File: src/rtl/xfer_dma_pkg.sv
package xfer_dma_pkg;
  typedef enum logic [1:0] {
    SEL_ADDR  = 2'd0,
    SEL_COUNT = 2'd1,
    SEL_CMD   = 2'd2
  } reg_sel_e;

  typedef enum logic {
    DIR_DEV2MEM = 1'b0,
    DIR_MEM2DEV = 1'b1
  } dir_e;

  typedef enum logic {
    MODE_BURST = 1'b0,
    MODE_STEAL = 1'b1
  } mode_e;

  typedef enum logic [2:0] {
    ST_IDLE,
    ST_ASK,
    ST_FETCH,
    ST_STORE,
    ST_YIELD
  } state_e;

  localparam int CMD_DIR_BIT  = 0;
  localparam int CMD_MODE_BIT = 1;
  localparam int CMD_GO_BIT   = 2;
endpackage

File: src/rtl/xfer_dma_regs.sv
module xfer_dma_regs
  import xfer_dma_pkg::*;
#(
  parameter int AW         = 32,
  parameter int CW         = 16,
  parameter int DW         = 32,
  parameter int WORD_BYTES = 4
) (
  input  logic          clk,
  input  logic          rst_n,
  input  logic          cfg_we,
  input  logic [1:0]    cfg_sel,
  input  logic [DW-1:0] cfg_wdata,
  input  logic          busy,
  input  logic          word_done,
  output logic [AW-1:0] addr_q,
  output logic [CW-1:0] count_q,
  output dir_e          dir_q,
  output mode_e         mode_q,
  output logic          start
);
  localparam logic [AW-1:0] ADDR_STEP = AW'(WORD_BYTES);

  function automatic logic [AW-1:0] step_addr(input logic [AW-1:0] a);
    return a + ADDR_STEP;
  endfunction

  function automatic logic [CW-1:0] step_count(input logic [CW-1:0] c);
    return c - CW'(1);
  endfunction

  logic wr_ok, wr_addr, wr_count, wr_cmd;
  assign wr_ok    = cfg_we && !busy;
  assign wr_addr  = wr_ok && (cfg_sel == SEL_ADDR);
  assign wr_count = wr_ok && (cfg_sel == SEL_COUNT);
  assign wr_cmd   = wr_ok && (cfg_sel == SEL_CMD);
  assign start    = wr_cmd && cfg_wdata[CMD_GO_BIT];

  always_ff @(posedge clk) begin
    if (!rst_n) begin
      addr_q  <= '0;
      count_q <= '0;
      dir_q   <= DIR_DEV2MEM;
      mode_q  <= MODE_BURST;
    end else begin
      if (wr_addr)        addr_q <= cfg_wdata[AW-1:0];
      else if (word_done) addr_q <= step_addr(addr_q);
      if (wr_count)       count_q <= cfg_wdata[CW-1:0];
      else if (word_done) count_q <= step_count(count_q);
      if (wr_cmd) begin
        dir_q  <= dir_e'(cfg_wdata[CMD_DIR_BIT]);
        mode_q <= mode_e'(cfg_wdata[CMD_MODE_BIT]);
      end
    end
  end


  count_step_chk: assert property (@(posedge clk) disable iff (!rst_n)
    word_done |=> (count_q == $past(count_q) - CW'(1)) && (addr_q == $past(addr_q) + ADDR_STEP));


  busy_write_ignored_chk: assert property (@(posedge clk) disable iff (!rst_n)
    (cfg_we && busy && !word_done) |=> (addr_q == $past(addr_q)) && (count_q == $past(count_q))
                                        && (dir_q == $past(dir_q)) && (mode_q == $past(mode_q)));
endmodule

File: src/rtl/xfer_dma_seq.sv
module xfer_dma_seq
  import xfer_dma_pkg::*;
#(
  parameter int DW = 32
) (
  input  logic          clk,
  input  logic          rst_n,
  input  logic          start,
  input  logic          zero_len,
  input  logic          last_word,
  input  dir_e          dir,
  input  mode_e         mode,
  input  logic          bus_gnt,
  input  logic          dev_in_valid,
  input  logic [DW-1:0] dev_in_data,
  input  logic          mem_ready,
  input  logic [DW-1:0] mem_rdata,
  input  logic          dev_out_ready,
  output logic          busy,
  output logic          word_done,
  output logic          done,
  output logic          irq,
  output logic          bus_req,
  output logic          dev_in_ready,
  output logic          mem_valid,
  output logic          mem_we,
  output logic [DW-1:0] mem_wdata,
  output logic          dev_out_valid,
  output logic [DW-1:0] dev_out_data
);
  state_e        state_q, state_d;
  logic [DW-1:0] buf_q;
  logic          done_q, irq_q;
  logic          fetch_fire, store_fire, finish_now, empty_start;

  assign fetch_fire  = (state_q == ST_FETCH) &&
                       ((dir == DIR_DEV2MEM) ? dev_in_valid : mem_ready);
  assign store_fire  = (state_q == ST_STORE) &&
                       ((dir == DIR_DEV2MEM) ? mem_ready : dev_out_ready);
  assign finish_now  = store_fire && last_word;
  assign empty_start = start && zero_len;
  assign word_done   = store_fire;

  always_comb begin
    state_d = state_q;
    unique case (state_q)
      ST_IDLE:  if (start && !zero_len) state_d = ST_ASK;
      ST_ASK:   if (bus_gnt) state_d = ST_FETCH;
      ST_FETCH: if (fetch_fire) state_d = ST_STORE;
      ST_STORE: if (store_fire) begin
                  if (last_word)                state_d = ST_IDLE;
                  else if (mode == MODE_STEAL)  state_d = ST_YIELD;
                  else                          state_d = ST_FETCH;
                end
      ST_YIELD: if (!bus_gnt) state_d = ST_ASK;
      default:  state_d = ST_IDLE;
    endcase
  end

  always_ff @(posedge clk) begin
    if (!rst_n) begin
      state_q <= ST_IDLE;
      buf_q   <= '0;
      done_q  <= 1'b0;
      irq_q   <= 1'b0;
    end else begin
      state_q <= state_d;
      if (fetch_fire) buf_q <= (dir == DIR_DEV2MEM) ? dev_in_data : mem_rdata;
      if (start)           done_q <= zero_len;
      else if (finish_now) done_q <= 1'b1;
      irq_q <= empty_start || finish_now;
    end
  end

  assign busy          = (state_q != ST_IDLE);
  assign bus_req       = (state_q == ST_ASK) || (state_q == ST_FETCH) || (state_q == ST_STORE);
  assign dev_in_ready  = (state_q == ST_FETCH) && (dir == DIR_DEV2MEM);
  assign mem_valid     = ((state_q == ST_FETCH) && (dir == DIR_MEM2DEV)) ||
                         ((state_q == ST_STORE) && (dir == DIR_DEV2MEM));
  assign mem_we        = (state_q == ST_STORE) && (dir == DIR_DEV2MEM);
  assign mem_wdata     = buf_q;
  assign dev_out_valid = (state_q == ST_STORE) && (dir == DIR_MEM2DEV);
  assign dev_out_data  = buf_q;
  assign done          = done_q;
  assign irq           = irq_q;


  mem_under_req_chk: assert property (@(posedge clk) disable iff (!rst_n)
    (mem_valid || dev_in_ready || dev_out_valid) |-> bus_req);


  rerequest_after_release_chk: assert property (@(posedge clk) disable iff (!rst_n)
    ($rose(bus_req) && $past(state_q == ST_YIELD)) |-> !$past(bus_gnt));


  irq_single_pulse_chk: assert property (@(posedge clk) disable iff (!rst_n)
    irq |=> !irq);


  irq_with_release_chk: assert property (@(posedge clk) disable iff (!rst_n)
    irq |-> (done && !bus_req));


  empty_start_chk: assert property (@(posedge clk) disable iff (!rst_n)
    empty_start |=> (done && !bus_req && !busy));
endmodule

File: src/rtl/xfer_dma.sv
module xfer_dma
  import xfer_dma_pkg::*;
#(
  parameter int AW         = 32,
  parameter int CW         = 16,
  parameter int DW         = 32,
  parameter int WORD_BYTES = 4
) (
  input  logic          clk,
  input  logic          rst_n,
  input  logic          cfg_we,
  input  logic [1:0]    cfg_sel,
  input  logic [DW-1:0] cfg_wdata,
  output logic [AW-1:0] cur_addr,
  output logic [CW-1:0] cur_count,
  output logic          busy,
  output logic          done,
  output logic          irq,
  output logic          bus_req,
  input  logic          bus_gnt,
  output logic          mem_valid,
  output logic          mem_we,
  output logic [AW-1:0] mem_addr,
  output logic [DW-1:0] mem_wdata,
  input  logic [DW-1:0] mem_rdata,
  input  logic          mem_ready,
  input  logic          dev_in_valid,
  input  logic [DW-1:0] dev_in_data,
  output logic          dev_in_ready,
  output logic          dev_out_valid,
  output logic [DW-1:0] dev_out_data,
  input  logic          dev_out_ready
);
  logic [AW-1:0] addr_q;
  logic [CW-1:0] count_q;
  dir_e          dir_q;
  mode_e         mode_q;
  logic          start, word_done, zero_len, last_word;

  assign zero_len  = (count_q == '0);
  assign last_word = (count_q == CW'(1));

  xfer_dma_regs #(.AW(AW), .CW(CW), .DW(DW), .WORD_BYTES(WORD_BYTES)) u_regs (
    .clk(clk), .rst_n(rst_n), .cfg_we(cfg_we), .cfg_sel(cfg_sel), .cfg_wdata(cfg_wdata),
    .busy(busy), .word_done(word_done), .addr_q(addr_q), .count_q(count_q),
    .dir_q(dir_q), .mode_q(mode_q), .start(start)
  );

  xfer_dma_seq #(.DW(DW)) u_seq (
    .clk(clk), .rst_n(rst_n), .start(start), .zero_len(zero_len), .last_word(last_word),
    .dir(dir_q), .mode(mode_q), .bus_gnt(bus_gnt), .dev_in_valid(dev_in_valid),
    .dev_in_data(dev_in_data), .mem_ready(mem_ready), .mem_rdata(mem_rdata),
    .dev_out_ready(dev_out_ready), .busy(busy), .word_done(word_done), .done(done),
    .irq(irq), .bus_req(bus_req), .dev_in_ready(dev_in_ready), .mem_valid(mem_valid),
    .mem_we(mem_we), .mem_wdata(mem_wdata), .dev_out_valid(dev_out_valid),
    .dev_out_data(dev_out_data)
  );

  assign cur_addr  = addr_q;
  assign cur_count = count_q;
  assign mem_addr  = addr_q;
endmodule

File: config.mk
export PLATFORM = sky130hd
export DESIGN_NAME = xfer_dma
export DESIGN_NICKNAME = d
export VERILOG_FILES = /design/src/rtl/xfer_dma_pkg.sv /design/src/rtl/xfer_dma_regs.sv /design/src/rtl/xfer_dma_seq.sv /design/src/rtl/xfer_dma.sv
export SDC_FILE = /design/constraint.sdc
export NUM_CORES = 1
export LEC_CHECK = 0
export BUFFER_PORTS_ARGS = -buffer_cell sky130_fd_sc_hd__buf_2
export CORE_ASPECT_RATIO = 0.7
export CORE_MARGIN = 5
export CORE_UTILIZATION = 44
export CTS_CLUSTER_DIAMETER = 200
export DETAILED_ROUTE_END_ITERATION = 6
export PLACE_DENSITY = 0.77
export SYNTH_ARGS = -nofsm -noshare
export SYNTH_HDL_FRONTEND = slang
export SYNTH_HIERARCHICAL = 1
export SYNTH_SLANG_ARGS = --single-unit
File: constraint.sdc
create_clock -name clk -period 5.16 [get_ports clk]
set_input_delay 0.258 -clock clk [delete_from_list [all_inputs] [get_ports clk]]
set_output_delay 0.258 -clock clk [all_outputs]
set_load 0.005 [all_outputs]
Word-level counts from Yosys, hierarchy flattened

Index checks and enable logic that the tools add are counted.
W data, S select, Z words.

Bits in registers: 87
Input port bits: 105
Word-level logic and storage cells: 68

$add $sub $neg: 2
Equal/unequal tests: 12
Mux-type cells: 17
Bitwise logic cells: 1
Reductions and logical operators: 28

Operators with widths:

| kind                    | count |
|---|---|
| $mux W32                | 3 |
| $add A32 B3 Y32 const B | 1 |
| $mux W16                | 2 |
| $mux W3                 | 7 |
| $eq A16 B1 Y1 const B   | 1 |
| $logic_not A16 Y1       | 1 |
| $sub A16 B1 Y16 const B | 1 |
| $pmux W3 S5             | 1 |
| $logic_and A1 B1 Y1     | 14 |
| $eq A3 B2 Y1 const B    | 2 |
| $ne A2 B1 Y1 const B    | 3 |
| $reduce_bool A2 Y1      | 3 |
| $reduce_and A5 Y1       | 1 |
| $logic_or A1 B1 Y1      | 4 |
| $mux W1                 | 4 |
| $ne A2 B2 Y1 const B    | 2 |
| $eq A3 B1 Y1 const B    | 1 |
| $eq A3 B3 Y1 const B    | 1 |
| $logic_not A3 Y1        | 1 |
| $reduce_bool A3 Y1      | 1 |
| $eq A2 B1 Y1 const B    | 1 |
| $eq A2 B2 Y1 const B    | 1 |
| $logic_not A1 Y1        | 2 |
| $logic_not A2 Y1        | 1 |
| $not A1 Y1              | 1 |

Logic depth before layout (Yosys ltp)

Word-level depth: 8
Mapped depth: 9

Modules after synthesis

Netlist, hierarchy kept.

Modules (own cells, without submodules):

| module        | times used | cells each | area each (sq um) | sequential area each (sq um) |
|---|---|---|---|---|
| xfer_dma_regs | 1          | 333        | 2741.4            | 1001.0 |
| xfer_dma_seq  | 1          | 222        | 2228.4            | 740.7 |
| xfer_dma      | 1          | 39         | 296.5             | 0.0 |

Least setup slack after synthesis

Ideal clock, no wire load.

Path type: register to register
Start: register u_seq.state_q[2]
End: register u_regs.addr_q[31]
Data arrival time: 2.190 ns
Data required time: 5.086 ns
Slack: 2.896 ns
Stages on the path, launching flop included: 10
Path buffers: 3
Period minus slack after synthesis: 2.264 ns
Path through: dfxtp_1 > clkbuf_1 > nand3b_1 > nor2_1 > clkbuf_1 > and3_1 > buf_2 > nand4_1 > or4_1 > a31oi_1

Elaborated cells on any way between the ends: 8
Classes of those cells: eq/ne (1); mux (1); reduce/logical (6)

RTL lines:

| what                                | RTL line            | text |
|---|---|---|
| start, declared                     | xfer_dma_seq.sv:31  | `state_e state_q, state_d;` |
| start signal, assigned              | xfer_dma_seq.sv:67  | `state_q <= state_d;` |
| $eq A3 B2 Y1                        | xfer_dma_seq.sv:38  | `assign store_fire = (state_q == ST_STORE) &&` |
| $logic_and A1 B1 Y1                 | xfer_dma_seq.sv:38  |  |
| net word_done                       | xfer_dma.sv:38      | `logic start, word_done, zero_len, last_word;` |
| $reduce_bool A2 Y1 (no source line) | --                  |  |
| end signal, assigned                | xfer_dma_regs.sv:46 | `if (wr_addr) addr_q <= cfg_wdata[AW-1:0];` |
| end signal, assigned                | xfer_dma_regs.sv:47 | `else if (word_done) addr_q <= step_addr(addr_q);` |
| end, declared                       | xfer_dma_regs.sv:16 | `output logic [AW-1:0] addr_q,` |

The timed path passes the listed nets, and every way through them passes these cells.
A chain may end at the register's enable or synchronous reset.

Final worst setup path

Start: register u_seq.state_q[0]
End: register u_regs.addr_q[30]

Word-level cells in the longest chain between the ends: 5
Elaborated cells on any way between the ends: 8
Classes of those cells: eq/ne (1); mux (1); reduce/logical (6)

Ends and longest elaborated chain:

| what                                                  | RTL line            | text |
|---|---|---|
| $reduce_bool A3 Y1                                    | xfer_dma_seq.sv:75  | `assign busy = (state_q != ST_IDLE);` |
| $logic_not A1 Y1                                      | xfer_dma_regs.sv:33 | `assign wr_ok = cfg_we && !busy;` |
| $logic_and A1 B1 Y1                                   | xfer_dma_regs.sv:33 |  |
| $logic_and A1 B1 Y1                                   | xfer_dma_regs.sv:34 | `assign wr_addr = wr_ok && (cfg_sel == SEL_ADDR);` |
| $mux W32 / $reduce_bool A2 Y1 (equally long branches) | --                  |  |

Several ways; a longest one is shown, not always the timed one.

==> results.md <==
Run status:
- The flow ran to the end, and the final reports show no timing, DRC or antenna violations.

Timing:
- Final hold analysis gives a worst-case slack of 185.0 ps.
- Of the available clock period, the critical path in the final layout requires 55.12%.
- The worst-case headroom to the max-slew limit is 25.47%.
- The transition time at the pin with the least slew margin is 1118 ps.
- The final setup violation count is 0.
- Summed over all failing endpoints, the final setup total negative slack is 0 ps.
- Setup repair after global routing left no endpoint under its margin.
- The max-slew violation count came to 0.
- The maximum clock rate is 351.6 MHz.
- Counting I/O delays and the setup requirement, the final critical path takes 2844 ps.
- The clock arrives with 8.691 ps of skew.
- The total count of hold-check failures in the final report is 0.

Global routing:
- Entering global routing, the biggest net connects 60 pins.
- Global routing consumed, over all layers together, 21.01% of the routing resources.
- The via count of the first global-routing pass is 4,671.
- Summed over all layers, the global routing overflow is 0.
- The initial antenna violation count is 0.
- The wire length of the first global-routing pass is 24,410 µm.

Critical path:
- The worst setup path is launched from a flop.
- The worst setup path is captured at a flop.
- The maximum fanout encountered on the critical timing path is 59.
- The category of the critical setup timing path is reg2reg.
- At the worst endpoint, the required time is 5390 ps.
- The data arrival time of the critical path is 3070 ps.

Placement:
- Routability-driven placement finished with a final weighted congestion of 0.8425.
- Detailed placement ended at an HPWL of 12,030 µm.
- Port buffering added 256 buffers.

Logic synthesis:
- The number of flip-flops and latches in the synthesized netlist is 87.
- The number of synthesized flops with an enable pin is 0.
- The post-synthesis average cell area is 8.866 µm².
- Summing the sequential cell areas from Yosys gives 33.07% of the chip area.
- The number of nets in the synthesized netlist is 701.
- The number of cells produced by synthesis is 594.
- The number of different library cells used by synthesis comes to 56.
- The count of synthesis-stage warnings from yosys is 6.
- After synthesis, the share of flip-flops with an asynchronous set or reset is 0%.
- The mapped cell area is 5266 µm².
- The dominant register cell in the synthesized netlist is sky130_fd_sc_hd__dfxtp_1.

Drt:
- For this block, the routed nets add up to 16,100 µm of wire.
- Once detail routing completed, the nets flagged for antenna violations numbered 0.
- The final route contains 5,132 vias.
- After detailed routing, the average wire length per cell comes to 17.46 µm.
- Using the TritonRoute via totals, the vias-per-cell ratio works out to 5.566.
- For this run, the detailed router's first-pass iteration total came to 5.
- The DRC violation count after routing is 0.
- The number of DRC violations after detailed-routing iteration 0 is 429.

Power:
- The maximum vdd drop is 0.1566 mV.
- In this run the power density over the cells is 252.4 nW/µm².
- The static leakage power is 2.742 nW.

Final layout:
- The fraction of layout cells with a size suffix above 1 is 41.70%.
- The final layout contains 867 nets.
- After filler insertion, the fill cell instance count of the layout stands at 1,096.
- The total inserted antenna cells is 0.
- The library cell used most frequently in the layout, excluding fill and tap cells, is sky130_fd_sc_hd__buf_2.
- Compared with the post-synthesis result, the final layout area differs by 21.10%.
- Leaving out fill and tap cells, the most frequent cells in the layout are 256 x sky130_fd_sc_hd__buf_2, 86 x sky130_fd_sc_hd__dfxtp_1, 50 x sky130_fd_sc_hd__a21oi_1.

Floorplanning:
- The effective utilization at floorplan is 44.91%.
- The floorplan row count is 33.
- The floorplan step set the die height to 101.5 µm.
- The number of I/O pins is 257.
- After floorplanning, the core was sized to cover 11,730 µm².
- From left edge to right edge, the die measures 140.8 µm.
- The die covers 14,290 µm².

Clocking:
- The clock drives 87 sinks.
- The number of hold buffers added after CTS was 0.
- The clock transition at the registers of the reported paths is 60 ps.
- The number of cells upsized or downsized after cts is 0.
- The number of setup buffers added after CTS is 0.
- The clock tree from TritonCTS is done.
- The clock passes through at most 2 buffers.
- The number of clock buffers added by TritonCTS is 9.
- The library cell used as clock root buffer is sky130_fd_sc_hd__clkbuf_16.
- The later-pin clock latency in the skew report is 340 ps.
- The clock tree synthesis step divided the H-tree into 3 levels.

Job:
- The number of max-cap violations is 0.

Hold path:
- The type of the tightest min-delay check is in2reg.
==> state kept, by name (all words and copies together), names as in the netlist <==
name,count
u_regs/addr_q,32
u_seq/dev_out_data,32
u_regs/count_q,16
u_seq/state_q,3
u_regs/dir_q,1
u_regs/mode_q,1
u_seq/done,1
u_seq/irq,1
==> power by group <==
group	internal [mW]	switching, mW
combinational	0.102	0.114
clock	0.388	0.271
sequential	0.696	0.0389
==> cells in the mapped netlist, drive strengths merged (6+ instances only) <==
master / number / area (µm²)
dfxtp: 87 / 1742
buf: 82 / 615.6
a21oi: 50 / 250.2
a211oi: 44 / 480.5
mux2i: 37 / 370.4
o21ai: 36 / 180.2
nor2: 30 / 112.6
clkbuf: 24 / 91.33
nand2: 23 / 86.33
or4: 19 / 147.6
a31oi: 18 / 112.6
nand4: 16 / 115.1
or3: 12 / 76.33
xnor2: 12 / 105.1
o31ai: 11 / 82.58
xor2: 11 / 96.34
nand3: 9 / 45.04
nor4: 9 / 56.30
and3: 7 / 43.79
nor3: 7 / 35.03
inv: 6 / 22.52
==> worst max-delay path: stages, from the launching register on <==
cell                       delay, ps
sky130_fd_sc_hd__dfxtp_1         420
sky130_fd_sc_hd__or3_1           470
sky130_fd_sc_hd__or4b_2         1180
sky130_fd_sc_hd__nand3_1         300
sky130_fd_sc_hd__a311oi_1         80
sky130_fd_sc_hd__a211o_1         280
==> final cells by class <==
cell class | count | area [µm²] | share of cell area [%]
Clock inverter | 5 | 57.56 | 0.9025
Sequential cell | 87 | 1743 | 27.33
Timing Repair Buffer | 261 | 1319 | 20.68
Inverter | 7 | 26.28 | 0.4120
Clock buffer | 11 | 242.7 | 3.806
Multi-Input combinational cell | 394 | 2793 | 43.79
Tap cell | 157 | 196.4 | 3.080
==> final timing paths <==
path,startpoint,endpoint,slack [ps],cells after the start
worst max register to register,u_seq/state_q[0],u_regs/addr_q[30],2320,5
worst max-delay path,u_seq/state_q[0],u_regs/addr_q[30],2320,5
worst min-delay path,cfg_wdata[0],u_regs/addr_q[0],190,3
worst min register to register,u_regs/addr_q[0],u_regs/addr_q[0],490,2
==> kinds of logic after synthesis <==
| group | after synthesis | synth area share, % |
|---|---|---|
| compound gates | 168 | 22.57 |
| xor+xnor | 23 | 3.825 |
| fa+ha+maj | 2 | 0.4751 |
| buf+inv | 113 | 13.92 |
| flops | 87 | 33.07 |
| mux | 39 | 7.531 |
| simple gates | 162 | 18.60 |
==> per-stage QoR <==
step	power, mW	std cells	area [µm²]	setup WS [ps]	utilization (%)
floorplan	0.8744	594	5266	2896	-
global placement	0.9604	906	6077	2411	51.82
detailed placement	0.9647	906	6077	2340	51.82
CTS	1.625	922	6377	2336	54.39
global route	1.685	922	6377	2168	54.39
finish	1.610	922	6377	2316	54.39
==> layer usage <==
metal  share of wire [%]  up-vias  GRT usage (%)
met3                 7.6       14          5.238
met5                   0        -              0
li1                    -     2484              -
met4                 1.0        0          4.989
met2                  47      198          32.57
met1                  45     2436          29.59
No activity file was read; power rests on OpenSTA's default activity.
